## src/rtl/evt_ts_pkg.sv

```systemverilog
// Shared definitions for the event timestamp unit.
// The event tag codes double as the queue priority: lower code is queued first.
package evt_ts_pkg;

    typedef enum logic [1:0] {
        EV_ERR  = 2'd0,
        EV_TICK = 2'd1,
        EV_PKT  = 2'd2
    } ev_tag_e;

    localparam int EV_COUNT = 3;
    localparam int EV_TAG_W = 2;

endpackage

```

## src/rtl/ts_time_base.sv

```systemverilog
// Local time counter.
// Advances by one in cycles with adv high and wraps silently at the top.
// A sync load takes precedence over the advance.
// Assumes adv and sync_ld are synchronous to clk.
module ts_time_base #(
    parameter int TW = 32
) (
    input  logic          clk,
    input  logic          rst_n,
    input  logic          adv,
    input  logic          sync_ld,
    input  logic [TW-1:0] sync_val,
    output logic [TW-1:0] now
);

    localparam logic [TW-1:0] ONE = TW'(1);

    logic [TW-1:0] cnt_q;

    // Counter register: reset, sync load, or advance.
    always_ff @(posedge clk) begin
        if (!rst_n) begin
            cnt_q <= '0;
        end else if (sync_ld) begin
            cnt_q <= sync_val;
        end else if (adv) begin
            cnt_q <= cnt_q + ONE;
        end
    end

    assign now = cnt_q;

endmodule

```

## src/rtl/ts_event_queue.sv

```systemverilog
// Timestamp queue with several prioritised writers.
// Each request bit i is one event source, and bit 0 has the highest priority.
// All requests of a cycle are written in index order, each with the same stamp.
// Room is the free space at the start of the cycle: a pop in the same cycle
// does not make room for that cycle's writes.
// Requests that find no room are dropped and set a sticky overflow flag.
// Assumes DEPTH is a power of two.
module ts_event_queue #(
    parameter int TW    = 32,
    parameter int DEPTH = 4,
    parameter int NSRC  = 3,
    parameter int TAGW  = 2
) (
    input  logic            clk,
    input  logic            rst_n,
    input  logic [NSRC-1:0] ev_req,
    input  logic [TW-1:0]   stamp,
    input  logic            pop,
    output logic            head_valid,
    output logic [TAGW-1:0] head_tag,
    output logic [TW-1:0]   head_time,
    output logic            ovf
);

    localparam int AW = (DEPTH > 1) ? $clog2(DEPTH) : 1;
    localparam int CW = AW + 1;
    localparam int EW = TAGW + TW;
    localparam logic [CW-1:0] FULL_CNT = CW'(DEPTH);

    logic [EW-1:0]   mem [DEPTH];
    logic [AW-1:0]   rd_ptr, wr_ptr;
    logic [CW-1:0]   count;
    logic [CW-1:0]   room;
    logic [CW-1:0]   n_acc;
    logic [NSRC-1:0] wen;
    logic [AW-1:0]   wslot [NSRC];
    logic            drop;
    logic            pop_ok;

    // Slot allocation: hand out free slots to requesters in priority order.
    always_comb begin
        room  = FULL_CNT - count;
        n_acc = '0;
        drop  = 1'b0;
        for (int i = 0; i < NSRC; i++) begin
            wen[i]   = 1'b0;
            wslot[i] = wr_ptr + n_acc[AW-1:0];
            if (ev_req[i]) begin
                if (n_acc < room) begin
                    wen[i] = 1'b1;
                    n_acc  = n_acc + CW'(1);
                end else begin
                    drop = 1'b1;
                end
            end
        end
    end

    assign pop_ok = pop && (count != '0);

    // Storage write: tagged stamps into the allocated slots.
    always_ff @(posedge clk) begin
        for (int i = 0; i < NSRC; i++) begin
            if (wen[i]) begin
                mem[wslot[i]] <= {TAGW'(i), stamp};
            end
        end
    end

    // Pointer and occupancy bookkeeping.
    always_ff @(posedge clk) begin
        if (!rst_n) begin
            rd_ptr <= '0;
            wr_ptr <= '0;
            count  <= '0;
        end else begin
            rd_ptr <= rd_ptr + AW'(pop_ok);
            wr_ptr <= wr_ptr + n_acc[AW-1:0];
            count  <= count + n_acc - CW'(pop_ok);
        end
    end

    // Sticky overflow flag: set on any dropped request.
    always_ff @(posedge clk) begin
        if (!rst_n) begin
            ovf <= 1'b0;
        end else if (drop) begin
            ovf <= 1'b1;
        end
    end

    assign head_valid = (count != '0);
    assign head_tag   = mem[rd_ptr][EW-1:TW];
    assign head_time  = mem[rd_ptr][TW-1:0];

endmodule

```

## src/rtl/ts_trigger_stage.sv

```systemverilog
// Deferred commit of a staged parameter word.
// The staged word is copied to the live output in the cycle after the local
// time equals the armed trigger time. The strobe lasts one cycle and disarms.
// A trigger write re-arms, and in a matching cycle it wins over the fire.
// The test is equality only, so a trigger time already passed waits for the
// counter to come back round.
module ts_trigger_stage #(
    parameter int TW = 32
) (
    input  logic          clk,
    input  logic          rst_n,
    input  logic          wr_stage,
    input  logic          wr_trig,
    input  logic [TW-1:0] wdata,
    input  logic [TW-1:0] now,
    output logic          pending,
    output logic          apply,
    output logic [TW-1:0] param
);

    logic [TW-1:0] trig_q;
    logic [TW-1:0] stage_q;
    logic          armed_q;
    logic          hit;

    assign hit = armed_q && (now == trig_q) && !wr_trig;

    // Staging and trigger-time registers.
    always_ff @(posedge clk) begin
        if (!rst_n) begin
            trig_q  <= '0;
            stage_q <= '0;
        end else begin
            if (wr_trig)  trig_q  <= wdata;
            if (wr_stage) stage_q <= wdata;
        end
    end

    // Arm flag: set by a trigger write, cleared by a fire.
    always_ff @(posedge clk) begin
        if (!rst_n) begin
            armed_q <= 1'b0;
        end else if (wr_trig) begin
            armed_q <= 1'b1;
        end else if (hit) begin
            armed_q <= 1'b0;
        end
    end

    // Commit: one-cycle strobe, with the live word loaded in the same edge.
    always_ff @(posedge clk) begin
        if (!rst_n) begin
            apply <= 1'b0;
            param <= '0;
        end else begin
            apply <= hit;
            if (hit) param <= stage_q;
        end
    end

    assign pending = armed_q;

endmodule

```

## src/rtl/evt_time_stamper.sv

```systemverilog
// Event timestamp and timed-trigger unit, top level.
// Wires the time base, the prioritised stamp queue and the trigger stage.
// Event strobes map to queue priorities via the package tag codes.
// Assumes every input is synchronous to clk.
module evt_time_stamper #(
    parameter int TW    = 32,
    parameter int DEPTH = 4
) (
    input  logic                          clk,
    input  logic                          rst_n,
    input  logic                          time_adv,
    input  logic                          sync_pulse,
    input  logic [TW-1:0]                 sync_value,
    input  logic                          evt_error,
    input  logic                          evt_tick_rx,
    input  logic                          evt_pkt_start,
    input  logic                          cfg_wr,
    input  logic                          cfg_sel,
    input  logic [TW-1:0]                 cfg_wdata,
    input  logic                          ts_pop,
    output logic                          ts_valid,
    output logic [evt_ts_pkg::EV_TAG_W-1:0] ts_tag,
    output logic [TW-1:0]                 ts_time,
    output logic                          ts_overflow,
    output logic [TW-1:0]                 now_time,
    output logic                          trig_pending,
    output logic                          apply_stb,
    output logic [TW-1:0]                 param_out
);

    import evt_ts_pkg::*;

    logic [EV_COUNT-1:0] ev_req;
    logic [TW-1:0]       now;
    logic                wr_stage;
    logic                wr_trig;

    // Request vector in priority order, indexed by tag code.
    always_comb begin
        ev_req          = '0;
        ev_req[EV_ERR]  = evt_error;
        ev_req[EV_TICK] = evt_tick_rx;
        ev_req[EV_PKT]  = evt_pkt_start;
    end

    assign wr_stage = cfg_wr && !cfg_sel;
    assign wr_trig  = cfg_wr &&  cfg_sel;

    ts_time_base #(.TW(TW)) u_time (
        .clk      (clk),
        .rst_n    (rst_n),
        .adv      (time_adv),
        .sync_ld  (sync_pulse),
        .sync_val (sync_value),
        .now      (now)
    );

    ts_event_queue #(
        .TW    (TW),
        .DEPTH (DEPTH),
        .NSRC  (EV_COUNT),
        .TAGW  (EV_TAG_W)
    ) u_queue (
        .clk        (clk),
        .rst_n      (rst_n),
        .ev_req     (ev_req),
        .stamp      (now),
        .pop        (ts_pop),
        .head_valid (ts_valid),
        .head_tag   (ts_tag),
        .head_time  (ts_time),
        .ovf        (ts_overflow)
    );

    ts_trigger_stage #(.TW(TW)) u_trig (
        .clk      (clk),
        .rst_n    (rst_n),
        .wr_stage (wr_stage),
        .wr_trig  (wr_trig),
        .wdata    (cfg_wdata),
        .now      (now),
        .pending  (trig_pending),
        .apply    (apply_stb),
        .param    (param_out)
    );

    assign now_time = now;

endmodule

```

## config.mk

```make
export PLATFORM = sky130hd
export DESIGN_NAME = evt_time_stamper
export DESIGN_NICKNAME = d
export VERILOG_FILES = /design/src/rtl/evt_ts_pkg.sv /design/src/rtl/ts_time_base.sv /design/src/rtl/ts_event_queue.sv /design/src/rtl/ts_trigger_stage.sv /design/src/rtl/evt_time_stamper.sv
export SDC_FILE = /design/constraint.sdc
export NUM_CORES = 1
export LEC_CHECK = 0
export ABC_AREA = 1
export BUFFER_PORTS_ARGS = -buffer_cell sky130_fd_sc_hd__buf_2
export CAP_MARGIN = 20
export CORE_MARGIN = 3
export CORE_UTILIZATION = 50
export CTS_BUF_LIST = sky130_fd_sc_hd__clkbuf_16
export DETAILED_ROUTE_END_ITERATION = 12
export PLACE_DENSITY = 0.71
export SLEW_MARGIN = 20
export SYNTH_ARGS = -nofsm -noshare
export SYNTH_HDL_FRONTEND = slang
export SYNTH_SLANG_ARGS = --single-unit
```

## constraint.sdc

```tcl
create_clock -name clk -period 4.8 [get_ports clk]
set_input_delay 0.48 -clock clk [delete_from_list [all_inputs] [get_ports clk]]
set_output_delay 0.48 -clock clk [all_outputs]
set_load 0.01 [all_outputs]
```

==> impl.org <==
** Run status
- Run status :: complete, no violations

** Synthesis
- Cell types occupying the most area after synthesis :: edfxtp_1 (32%), dfxtp_1 (24%), nand2_1 (9.5%), nor2_1 (8.4%), o21ai_0 (6.0%)
- For this run, asynchronously set or reset flops after synthesis account for 0%.
- Cell type with the largest total area after synthesis :: edfxtp_1
- Synth unique cells :: 28
- Counting flops with a built-in enable in the synthesized netlist gives 128.
- The number of nets in the synthesized netlist is 1513.
- Summing the sequential cell areas from Yosys gives 56.7% of the chip area.
- In the synthesized netlist, the number of instances is 1426.
- Each instance of the synthesized netlist takes up on average 8.37 um2.
- For this run, the leading register cell type out of synthesis is dfxtp_1.
- During synthesis, Yosys emitted a total of 0 warnings.
- After synthesis the netlist holds a flip-flop and latch count of 274.
- Area share of the leading cell type in the synthesized netlist :: 32.2%
- Post-Synthesis Cell Area :: 0.0119 mm2

** STA
- After routing, the total negative slack on setup checks comes to 0 ns.
- Endpoints failing setup :: 0
- In this run the tightest slew margin relative to its limit is 29.3%.
- Actual transition at the worst max-transition pin :: 1.06 ns
- For the final database, setup skew stands at 0.0205 ns.
- Number of hold-slack violations in the final timing report :: 0
- Setup repair after global routing left no endpoint under its margin.
- The smallest clock period supported by the final layout is computed as 3.56 ns.
- Number of max-slew violations in the final report :: 0
- Based on the critical path, the design can be clocked at up to 281 MHz.
- After layout, the worst path uses 74.1% of the clock period.

** Routing
- Number of optimization iterations in the first detailed-route pass :: 5
- Wire length after detailed routing :: 30400 um
- # DRC :: 0
- Dividing the detail-routed wire length by the instance count gives 15.9 um.
- The routed layout has 9874 vias.
- Post-DRT Antenna Nets :: 0
- Dividing the detail-routed via count by the number of cells gives 5.15.
- 1st-iter DRT viols :: 655

** Clocking
- Buffers inserted during clock tree synthesis total 29.
- Worst-skew pair later-pin latency :: 0.55 ns
- Gates resized during post-CTS repair numbered 0.
- Once the clock tree was built, the setup fixing pass inserted 0 buffers.
- Hold repair after CTS inserted 0 buffers.
- Cell at the root of the clock tree :: clkbuf_16
- The clock passes through at most 3 buffers.
- Clock transition at the register clock pins on the worst setup and hold paths after CTS :: 0.06 ns
- CTS H-Tree Depth :: 1
- Sinks on the clock net :: 274
- Clock tree from TritonCTS :: done

** Worst hold path
- Classification of the worst-slack hold path :: input port to flip-flop
- Hold path endpoint :: u_trig.stage_q[1]
- Startpoint of the lowest-slack hold path :: cfg_wdata[1]
- The worst hold path passes through 3 cells.

** Floorplanning
- From left edge to right edge, the die measures 161 um.
- Top Ports :: 176
- Die Ht :: 161 um
- Placeable core area :: 0.0231 mm2
- Cell row count :: 55
- The die covers 0.0258 mm2.
- Once the floorplan was initialized, standard cells occupied 51.8% of the core.

** Global route
- Across every metal layer, demand over resource in global routing totals 22.9%.
- Overflow left after global routing :: 0
- Antenna violations before repair :: 5
- Entering global routing, the biggest net connects 110 pins.
- Number of global-route vias before repair :: 9131
- The first global-routing pass estimated 47800 um of wire.

** Power and ir drop
- Dividing total power by cell area gives a power density of 584 mW/mm2.
- Pleak :: 6.19 nW
- The design draws 8.22 mW.
- Worst vdd rail ir drop :: 0.296 mV

** Setup path
- Endpoint type of the worst setup path :: flip-flop
- Data arrives at the worst endpoint at 4.03 ns.
- Worst setup slack for register-to-register paths :: 1.24 ns
- The worst setup path is launched from a flip-flop.
- Along the worst path, the maximum fanout reaches 4.
- Data on the critical path is required at its endpoint by 5.27 ns.
- Worst reg2reg endpoint :: u_queue.count[2]
- Cell depth of the worst flop-to-flop path :: 21
- Type of the worst setup path :: flip-flop to flip-flop
- R2R Path Start :: u_queue.count[0]

** Cells and area
- Compared with the post-synthesis result, the final layout area differs by 17.9%.
- Final Instance Area :: 0.0141 mm2
- Final non-filler cell total :: 1916
- In the final layout, the share of cells above drive strength 1 is 15.3%.
- Count of nets after finishing :: 1665

** Place
- Once placement finished, the instance area stood at 0.0130 mm2.
- Port buffering added 175 buffers.
- Post-Place Cells :: 1859
- Gpl congestion :: 0.907
- Detailed placement finished with a half-perimeter wire length of 20600 um.

** Job
- Max-cap check violation count :: 0
## state kept, by name, indices dropped and copies added, names as in the netlist, 2 cells and up
name            flops
u_time.now         32
u_queue.rd_ptr      2
u_trig.param       32
u_queue.count       3
u_trig.trig_q      32
u_queue.mem       136
u_trig.stage_q     32
u_queue.wr_ptr      2
## per-stage QoR
stage	setup slack [ns]	util, %	hold WS, ns
floorplan	1.61	-	0.422
global placement	1.40	56.5	0.447
detailed placement	1.32	56.5	0.444
CTS	1.29	60.9	0.170
global route	0.953	61.1	0.187
finish	1.24	61.1	0.185
## cell usage in the layout, fill, tap and decap left out, drive strengths merged
master    netlist  routed
nor2          272     272
clkinvlp        0       1
nand3          29      29
nand2         302     302
and3            1       1
xor2           16      16
dfxtp         146     146
a31oi           5       5
fa              1       1
a21oi          56      56
a22oi          21      21
xnor2          13      13
bufinv          0       7
diode           0       4
a21boi          4       4
buf            14     188
clkbuf         53      29
nand4           9       9
o22ai          34      34
ha             12      12
nand3b          1       1
nor3           21      21
or2             1       1
edfxtp        128     128
clkinv          1      12
inv           143     147
o21ai         143     143
## worst max-delay path: stages, from the launching register on
cell,delay (ns)
dfxtp_1,0.36
inv_1,0.09
ha_1,0.20
ha_1,0.33
nand2_1,0.08
nand2_1,0.14
inv_1,0.10
ha_1,0.28
nand2_1,0.06
inv_1,0.04
nand2_1,0.13
nand3_1,0.16
nand2_1,0.10
nand2_1,0.07
ha_1,0.30
fa_1,0.43
xnor2_1,0.17
xor2_1,0.16
inv_1,0.07
nand2_1,0.06
nand2_1,0.04
nor2_1,0.11
## worst max path at each step
stage                        to  slack [ns]  cells after the start        startpoint
6_report       u_queue.count[2]        1.24                     21  u_queue.count[0]
5_1_grt        u_queue.count[2]        0.95                     21  u_queue.count[0]
4_1_cts        u_queue.count[2]        1.29                     21  u_queue.count[0]
3_5_place_dp   u_queue.count[2]        1.32                     21  u_queue.count[0]
3_3_place_gp   u_queue.count[2]        1.40                     21  u_queue.count[0]
2_1_floorplan  u_queue.count[2]        1.61                     20  u_queue.count[0]
## layer usage
layer | wire, um | vias to the layer above | GRT usage, %
met2 | 13800 | 353 | 36.7
met3 | 2480 | 62 | 4.23
met1 | 13200 | 4492 | 31.7
met5 | 13 | - | 0
met4 | 922 | 2 | 7.18
li1 | - | 4965 | -
## Yosys cell counts, types with 2 or more instances
cell,number
a21oi_1,56
nor2_1,267
o22ai_1,34
xnor2_1,13
dfxtp_1,146
xor2_1,16
buf_2,10
a31oi_1,5
buf_6,3
o21ai_0,143
nand2_1,302
edfxtp_1,128
nand3_1,29
a22oi_1,21
nand4_1,9
inv_1,141
clkbuf_1,53
nor2_2,5
inv_2,2
nor3_1,21
ha_1,12
a21boi_0,4
## logic make-up (layout without fill, tap and decap cells)
group | count (synthesis) | count (layout) | synth area share [%]
simple gates | 636 | 636 | 20.9
buf+inv | 211 | 384 | 6.93
xor+xnor | 29 | 29 | 2.13
compound gates | 263 | 263 | 12.0
flops | 274 | 274 | 56.7
other cells | 0 | 4 | 0
fa+ha+maj | 13 | 13 | 1.43
## area by class of cell
type	count	area [um2]
multi-input cells	941	4350
clock buffers	29	726
well taps	313	392
repair buffers	188	993
inverters	144	541
flip-flops and latches	274	6770
diodes	4	10.0
clock inverters	23	300
fillers	2000	8970
## where the power goes
group	switching, mW	total [mW]	leakage [nW]	internal [mW]
registers	0.243	3.61	2.41	3.36
clock network	0.915	2.39	0.511	1.48
logic	1.51	2.22	3.27	0.716
total	2.66	8.22	6.19	5.56
Power figures use the tool's default switching activity.
